==> config.mk <==
export PLATFORM = sky130hd
export DESIGN_NAME = ring_cmd_seq
export DESIGN_NICKNAME = d
export VERILOG_FILES = /design/src/rtl/ring_seq_pkg.sv /design/src/rtl/rseq_frame_mem.sv /design/src/rtl/rseq_index_gen.sv /design/src/rtl/rseq_host_ser.sv /design/src/rtl/ring_cmd_seq.sv
export SDC_FILE = /design/constraint.sdc
export NUM_CORES = 1
export LEC_CHECK = 0
export ABC_CLOCK_PERIOD_IN_PS = 3700
export BUFFER_PORTS_ARGS = -buffer_cell sky130_fd_sc_hd__buf_2
export CAP_MARGIN = 10
export CORE_MARGIN = 3
export CORE_UTILIZATION = 35
export DETAILED_ROUTE_END_ITERATION = 10
export SETUP_SLACK_MARGIN = 0.4
export SLEW_MARGIN = 15
export SYNTH_ARGS = -nofsm -noshare
export SYNTH_HDL_FRONTEND = slang
export SYNTH_HIERARCHICAL = 1
export SYNTH_SLANG_ARGS = --single-unit
==> constraint.sdc <==
create_clock -name clk -period 3.7 [get_ports clk]
set_input_delay 0.185 -clock clk [delete_from_list [all_inputs] [get_ports clk]]
set_output_delay 0.185 -clock clk [all_outputs]
set_load 0.005 [all_outputs]
==> src/rtl/ring_seq_pkg.sv <==
package ring_seq_pkg;
  localparam int FRAME_W  = 48;
  localparam int CFG_N    = 7;
  localparam int STEPS    = 4;
  localparam int ST_ERR   = 0;
  localparam int ST_EXEC  = 3;

  typedef enum logic [1:0] {
    S_IDLE,
    S_ISSUE,
    S_PAD,
    S_WAIT
  } seq_state_e;
endpackage

==> src/rtl/rseq_frame_mem.sv <==
module rseq_frame_mem #(
  parameter int DEPTH = 15,
  parameter int AW    = 4,
  parameter int W     = 48
) (
  input  logic          clk,
  input  logic          we,
  input  logic [AW-1:0] waddr,
  input  logic [W-1:0]  wdata,
  input  logic [AW-1:0] raddr,
  output logic [W-1:0]  rdata
);
  logic [W-1:0] mem_q [DEPTH];

  always_ff @(posedge clk) begin
    if (we) mem_q[waddr] <= wdata;
  end

  assign rdata = mem_q[raddr];
endmodule

==> src/rtl/rseq_index_gen.sv <==
module rseq_index_gen
  import ring_seq_pkg::*;
#(
  parameter int NPM    = 2,
  parameter int ROUNDS = 2,
  parameter int AW     = 4
) (
  input  logic          clk,
  input  logic          rst_n,
  input  logic          restart,
  input  logic          advance,
  output logic [AW-1:0] idx,
  output logic          last
);
  localparam int MW = (NPM > 1) ? $clog2(NPM) : 1;
  localparam int RW = (ROUNDS > 1) ? $clog2(ROUNDS) : 1;

  logic          win_q, win_n;
  logic [2:0]    cfg_q, cfg_n;
  logic [1:0]    step_q, step_n;
  logic [MW-1:0] mod_q, mod_n;
  logic [RW-1:0] rnd_q, rnd_n;

  always_comb begin
    win_n  = win_q;
    cfg_n  = cfg_q;
    step_n = step_q;
    mod_n  = mod_q;
    rnd_n  = rnd_q;
    if (restart) begin
      win_n  = 1'b0;
      cfg_n  = '0;
      step_n = '0;
      mod_n  = '0;
      rnd_n  = '0;
    end else if (advance) begin
      if (!win_q) begin
        if (cfg_q == 3'(CFG_N - 1)) win_n = 1'b1;
        else                        cfg_n = cfg_q + 3'd1;
      end else if (mod_q == MW'(NPM - 1)) begin
        mod_n = '0;
        if (step_q == 2'(STEPS - 1)) begin
          step_n = '0;
          rnd_n  = (rnd_q == RW'(ROUNDS - 1)) ? '0 : rnd_q + RW'(1);
        end else begin
          step_n = step_q + 2'd1;
        end
      end else begin
        mod_n = mod_q + MW'(1);
      end
    end
  end

  always_ff @(posedge clk or negedge rst_n) begin
    if (!rst_n) begin
      win_q  <= 1'b0;
      cfg_q  <= '0;
      step_q <= '0;
      mod_q  <= '0;
      rnd_q  <= '0;
    end else if (restart || advance) begin
      win_q  <= win_n;
      cfg_q  <= cfg_n;
      step_q <= step_n;
      mod_q  <= mod_n;
      rnd_q  <= rnd_n;
    end
  end

  // window frames: module m, step s lives at CFG_N + STEPS*m + s
  assign idx  = win_q ? AW'(CFG_N + STEPS * int'(mod_q) + int'(step_q)) : AW'(cfg_q);
  assign last = win_q && (mod_q == MW'(NPM - 1)) && (step_q == 2'(STEPS - 1)) &&
                (rnd_q == RW'(ROUNDS - 1));
endmodule

==> src/rtl/rseq_host_ser.sv <==
module rseq_host_ser
  import ring_seq_pkg::*;
(
  input  logic               clk,
  input  logic               rst_n,
  input  logic               load,
  input  logic [FRAME_W-1:0] frame,
  output logic               busy,
  output logic               host_valid,
  input  logic               host_ready,
  output logic [7:0]         host_data
);
  logic [FRAME_W-1:0] sh_q, sh_n;
  logic [2:0]         cnt_q, cnt_n;
  logic               busy_n;
  logic               en;

  always_comb begin
    sh_n   = sh_q;
    cnt_n  = cnt_q;
    busy_n = busy;
    if (!busy && load) begin
      sh_n   = frame;
      cnt_n  = '0;
      busy_n = 1'b1;
    end else if (busy && host_ready) begin
      sh_n  = {sh_q[FRAME_W-9:0], 8'h00};
      cnt_n = cnt_q + 3'd1;
      if (cnt_q == 3'd5) busy_n = 1'b0;
    end
  end

  assign en = (!busy && load) || (busy && host_ready);

  always_ff @(posedge clk or negedge rst_n) begin
    if (!rst_n) begin
      sh_q  <= '0;
      cnt_q <= '0;
      busy  <= 1'b0;
    end else if (en) begin
      sh_q  <= sh_n;
      cnt_q <= cnt_n;
      busy  <= busy_n;
    end
  end

  assign host_valid = busy;
  assign host_data  = sh_q[FRAME_W-1 -: 8];
endmodule

==> src/rtl/ring_cmd_seq.sv <==
module ring_cmd_seq
  import ring_seq_pkg::*;
#(
  parameter int          NUM_PM     = 2,
  parameter int          NUM_ROUNDS = 2,
  parameter int          MAX_RETRY  = 3,
  parameter logic [3:0]  CTRL_ADDR  = 4'h1,
  parameter int          FRAMES     = CFG_N + STEPS * NUM_PM,
  parameter int          IDX_W      = $clog2(FRAMES)
) (
  input  logic               clk,
  input  logic               rst_n,
  input  logic               start,
  input  logic               mem_we,
  input  logic [IDX_W-1:0]   mem_waddr,
  input  logic [FRAME_W-1:0] mem_wdata,
  output logic               tx_valid,
  input  logic               tx_ready,
  output logic [FRAME_W-1:0] tx_frame,
  input  logic               rx_valid,
  input  logic [FRAME_W-1:0] rx_frame,
  output logic               host_valid,
  input  logic               host_ready,
  output logic [7:0]         host_data,
  output logic               done,
  output logic               reinit
);
  localparam int RTW = $clog2(MAX_RETRY + 1);

  seq_state_e         st_q, st_n;
  logic [RTW-1:0]     rty_q, rty_n;
  logic               pend_q, pend_n;
  logic               rerr_q, rerr_n;
  logic               rexe_q, rexe_n;
  logic               done_n, reinit_n;
  logic               restart, advance, last;
  logic [IDX_W-1:0]   idx;
  logic [FRAME_W-1:0] mem_rd;
  logic               ser_busy;
  logic [3:0]         rx_addr;
  logic               rx_is_ret, rx_is_res, cap;

  rseq_frame_mem #(.DEPTH(FRAMES), .AW(IDX_W), .W(FRAME_W)) u_mem (
    .clk  (clk),
    .we   (mem_we),
    .waddr(mem_waddr),
    .wdata(mem_wdata),
    .raddr(idx),
    .rdata(mem_rd)
  );

  rseq_index_gen #(.NPM(NUM_PM), .ROUNDS(NUM_ROUNDS), .AW(IDX_W)) u_idx (
    .clk    (clk),
    .rst_n  (rst_n),
    .restart(restart),
    .advance(advance),
    .idx    (idx),
    .last   (last)
  );

  assign rx_addr   = rx_frame[FRAME_W-1 -: 4];
  assign rx_is_res = rx_valid && (rx_addr == CTRL_ADDR);
  assign rx_is_ret = rx_valid && (rx_addr != 4'h0) && (rx_addr != CTRL_ADDR);
  assign cap       = rx_is_ret && ((st_q == S_PAD) || (st_q == S_WAIT));

  rseq_host_ser u_ser (
    .clk       (clk),
    .rst_n     (rst_n),
    .load      (rx_is_res),
    .frame     (rx_frame),
    .busy      (ser_busy),
    .host_valid(host_valid),
    .host_ready(host_ready),
    .host_data (host_data)
  );

  always_comb begin
    st_n     = st_q;
    rty_n    = rty_q;
    pend_n   = pend_q;
    rerr_n   = rerr_q;
    rexe_n   = rexe_q;
    done_n   = 1'b0;
    reinit_n = 1'b0;
    restart  = 1'b0;
    advance  = 1'b0;
    unique case (st_q)
      S_IDLE: begin
        pend_n = 1'b0;
        if (start) begin
          restart = 1'b1;
          rty_n   = '0;
          st_n    = S_ISSUE;
        end
      end
      S_ISSUE: if (tx_ready) st_n = S_PAD;
      S_PAD:   if (tx_ready) st_n = S_WAIT;
      S_WAIT: begin
        if (pend_q) begin
          pend_n = 1'b0;
          if (rerr_q) begin
            if (rty_q == RTW'(MAX_RETRY)) begin
              reinit_n = 1'b1;
              st_n     = S_IDLE;
            end else begin
              rty_n = rty_q + RTW'(1);
              st_n  = S_ISSUE;
            end
          end else if (rexe_q) begin
            rty_n = '0;
            if (last) begin
              done_n = 1'b1;
              st_n   = S_IDLE;
            end else begin
              advance = 1'b1;
              st_n    = S_ISSUE;
            end
          end else begin
            st_n = S_ISSUE;
          end
        end
      end
      default: st_n = S_IDLE;
    endcase
    if (cap) begin
      pend_n = 1'b1;
      rerr_n = rx_frame[ST_ERR];
      rexe_n = rx_frame[ST_EXEC];
    end
  end

  always_ff @(posedge clk or negedge rst_n) begin
    if (!rst_n) begin
      st_q   <= S_IDLE;
      rty_q  <= '0;
      pend_q <= 1'b0;
      rerr_q <= 1'b0;
      rexe_q <= 1'b0;
      done   <= 1'b0;
      reinit <= 1'b0;
    end else begin
      st_q   <= st_n;
      rty_q  <= rty_n;
      pend_q <= pend_n;
      done   <= done_n;
      reinit <= reinit_n;
      if (cap) begin
        rerr_q <= rerr_n;
        rexe_q <= rexe_n;
      end
    end
  end

  assign tx_valid = (st_q == S_ISSUE) || (st_q == S_PAD);
  assign tx_frame = (st_q == S_ISSUE) ? mem_rd : '0;
endmodule

==> metrics.yaml <==
outcome:
  outcome: "completed"
synthesis:
  yosysTopAreaCellShare: 0.6827
  synth-edff-count: 720
  async_flop_share: 0.08745
  ys_top_cells_by_area: "edfxtp_1 (68%), mux4_2 (9.5%), mux2i_1 (6.0%)"
  synth_cell_types: 58
  synth_warnings: 6
  synth_seq_area_share: 0.7373
  syn_area_um2: 31670
  ys_ff_latch: 789
  synth_most_common_cell: "edfxtp_1"
  synth_top_area_cell: "edfxtp_1"
  synthesis.nets: 1790
  syn_area_per_cell_um2: 18.96
  synth_commonest_cells: "edfxtp_1 (720), mux2i_1 (190), mux4_2 (133)"
  synth_ff_type: "edfxtp_1"
  synth_cells: 1670
final_layout:
  num-nets-final: 2187
  post_layout_nonfiller_instances: 3303
  synthToLayoutAreaGrowth_pct: 24.97
  nFillCells: 7545
  drive_above_1_share: 0.3122
die:
  die_h_um: 306.8
  initial_core_util: 0.3556
  core.rowCount: 109
  io_pins: 167
  die-area_um2: 94130
  fp.coreArea_um2: 89060
  fp.dieW_um: 306.8
clock_network:
  cts_tree: "built"
  cts_max_path_buffers: 3
  clkSinkCount: 789
  clk_pin_slew_ps: 60
  cts_buffers: 82
  htree_levels: 3
  root_buffer: "clkbuf_16"
  clk_latency_ps: 640
worst_hold_path:
  hold_depth: 4
  hold_class: "primary input to register"
  holdPathEnd: "st_q[0]"
  worstHoldStart: "start"
timing:
  setup_viol: 0
  setup_tns_ps: 0
  grt_setup_unrepaired: "yes"
  fin_crit_ps: 3298
  fmax_mhz: 303.2
  slew_headroom: 0.2635
  finalCritPeriodShare: 0.8913
  worst_pin_slew_ps: 1105
  hold_violations: 0
  drv_slew: 0
  fin_skew_ps: 20.97
  setup_ws_ps: 402.3
placement:
  dpl_worst_slack_ps: 523.6
  hpwl_um: 41640
  gp_congestion: 0.7560
  portBuffers: 166
  dp.cells: 2950
drt:
  ant_nets: 0
  vias: 17190
  drc: 0
  viasPerCell: 5.204
  wire_per_inst_um: 24.32
  routed_wl_um: 80340
  first_pass_iters: 5
  drt_iter0_drc: 1523
global_routing:
  grt_pass1_wl_um: 116300
  gr-total-overflow: 0
  grt_pass1_vias: 17900
  grt_max_degree: 49
  antenna_found_initial: 8
  grt_usage: 0.1659
setup_path:
  reg2regPathDepth: 7
  worstReg2RegEnd: "u_idx/cfg_q[0]"
  cp_data_required_time_ps: 3510
  r2r-start: "u_idx/step_q[0]"
  startpoint_type: "register"
  critical_path_class: "register to primary output"
  r2r_slack_ps: 1160
  arrival_ps: 3110
  worstSetupEndpointType: "primary output"
  cp_max_fo: 7
flow_run:
  cap_violations: 0
power_and_ir_drop:
  vdd_drop_max_mv: 0.4065
  power.density_nw_per_um2: 704.9
  total_leakage_power_nw: 13.55
## metrics by stage
stage / total power, W / hold slack [ps] / cell area [µm²] / util
4_1_cts: 0.02713 / 16.59 / 38750 / 0.4351
2_1_floorplan: 0.01552 / -110.6 / 31690 / -
6_report: 0.02790 / 65.20 / 39580 / 0.4444
3_3_place_gp: 0.01753 / 361.1 / 34160 / 0.3836
3_5_place_dp: 0.01763 / 361.6 / 34160 / 0.3836
5_1_grt: 0.02917 / 93.29 / 39570 / 0.4443
## sequential cells by signal, summed over array words and instances (netlist names)
register      count
done              1
rexe_q            1
u_idx/mod_q       1
u_mem/mem_q     720
u_idx/step_q      2
u_idx/rnd_q       1
pend_q            1
u_ser/busy        1
u_ser/sh_q       48
rerr_q            1
st_q              2
u_idx/win_q       1
u_ser/cnt_q       3
u_idx/cfg_q       3
reinit            1
rty_q             2
## worst max-delay path by stage
stage                     cells past startpoint       startpoint                 to  slack [ps]
after floorplan                               2     mem_waddr[2]  u_mem/mem_q[1][0]         510
final                                        12      u_idx/win_q       tx_frame[14]         400
after global placement                       10  u_idx/step_q[0]       tx_frame[44]         570
after global routing                         12      u_idx/win_q       tx_frame[14]         270
after detailed placement                     10  u_idx/step_q[0]       tx_frame[44]         520
after CTS                                    11      u_idx/win_q       tx_frame[23]         350
## cell families after synthesis
kind of cell             Yosys count  share of synthesized area
AO/OA/AOI/OAI                    192                    0.04141
XOR/XNOR                           4                   0.001106
adder cells (fa/ha/maj)           13                   0.005136
multiplexers                     330                     0.1574
AND/OR/NAND/NOR                  229                    0.03627
buffers and inverters            113                    0.02145
flip-flops                       789                     0.7373
## power breakdown
group / total (W) / internal, W / switching, W / leakage, nW
clock network: 0.00801 / 0.00448 / 0.00353 / 1.28
logic: 0.00932 / 0.00487 / 0.00444 / 4.83
registers: 0.0106 / 0.0102 / 0.000386 / 7.43
total: 0.0279 / 0.0195 / 0.00836 / 13.5
## metal layers
layer | GRT usage | part of all wire
met2 | 0.2730 | 0.48
met3 | 0.03106 | 0.064
met1 | 0.2256 | 0.43
met5 | 0 | 0.00034
met4 | 0.04955 | 0.024
## placed cells by master (no fill, tap or decap), drive strengths merged, types with 45 or more instances in the layout
cell type	n
edfxtp	720
and2	50
dfrtp	69
clkbuf	101
mux4	133
buf	306
nor2	68
a22oi	48
mux2i	190
dlygate4sd3	99
nand2	54
clkinv	45
## timing repair
action,4_1_cts,5_1_grt
resized for setup,53,70
buffers inserted,35,39
endpoints found under the hold margin,811,0
pin swaps,12,41
setup endpoints to repair,48,48
cloned,16,9
hold buffers,99,0
## final cells by class
class	instances	area (µm²)	share of cell area
Sequential cell	789	23350	0.5900
Multi-Input combinational cell	770	8104	0.2048
Antenna cell	5	12.51	0.0003162
Timing Repair Buffer	414	3980	0.1006
Tap cell	1165	1458	0.03683
Clock buffer	93	2093	0.05289
Inverter	10	37.54	0.0009485
Clock inverter	57	539.3	0.01363
## critical path: stages (launching register included)
cell and delay, ps:
dfrtp_2 390, buf_6 130, mux2i_4 270, buf_12 150
buf_12 130, buf_12 110, buf_16 130, buf_12 140
mux4_2 510, a22oi_2 180, o21ai_1 90, and2_1 140
buf_2 120
(Power assumes the default switching activity.)
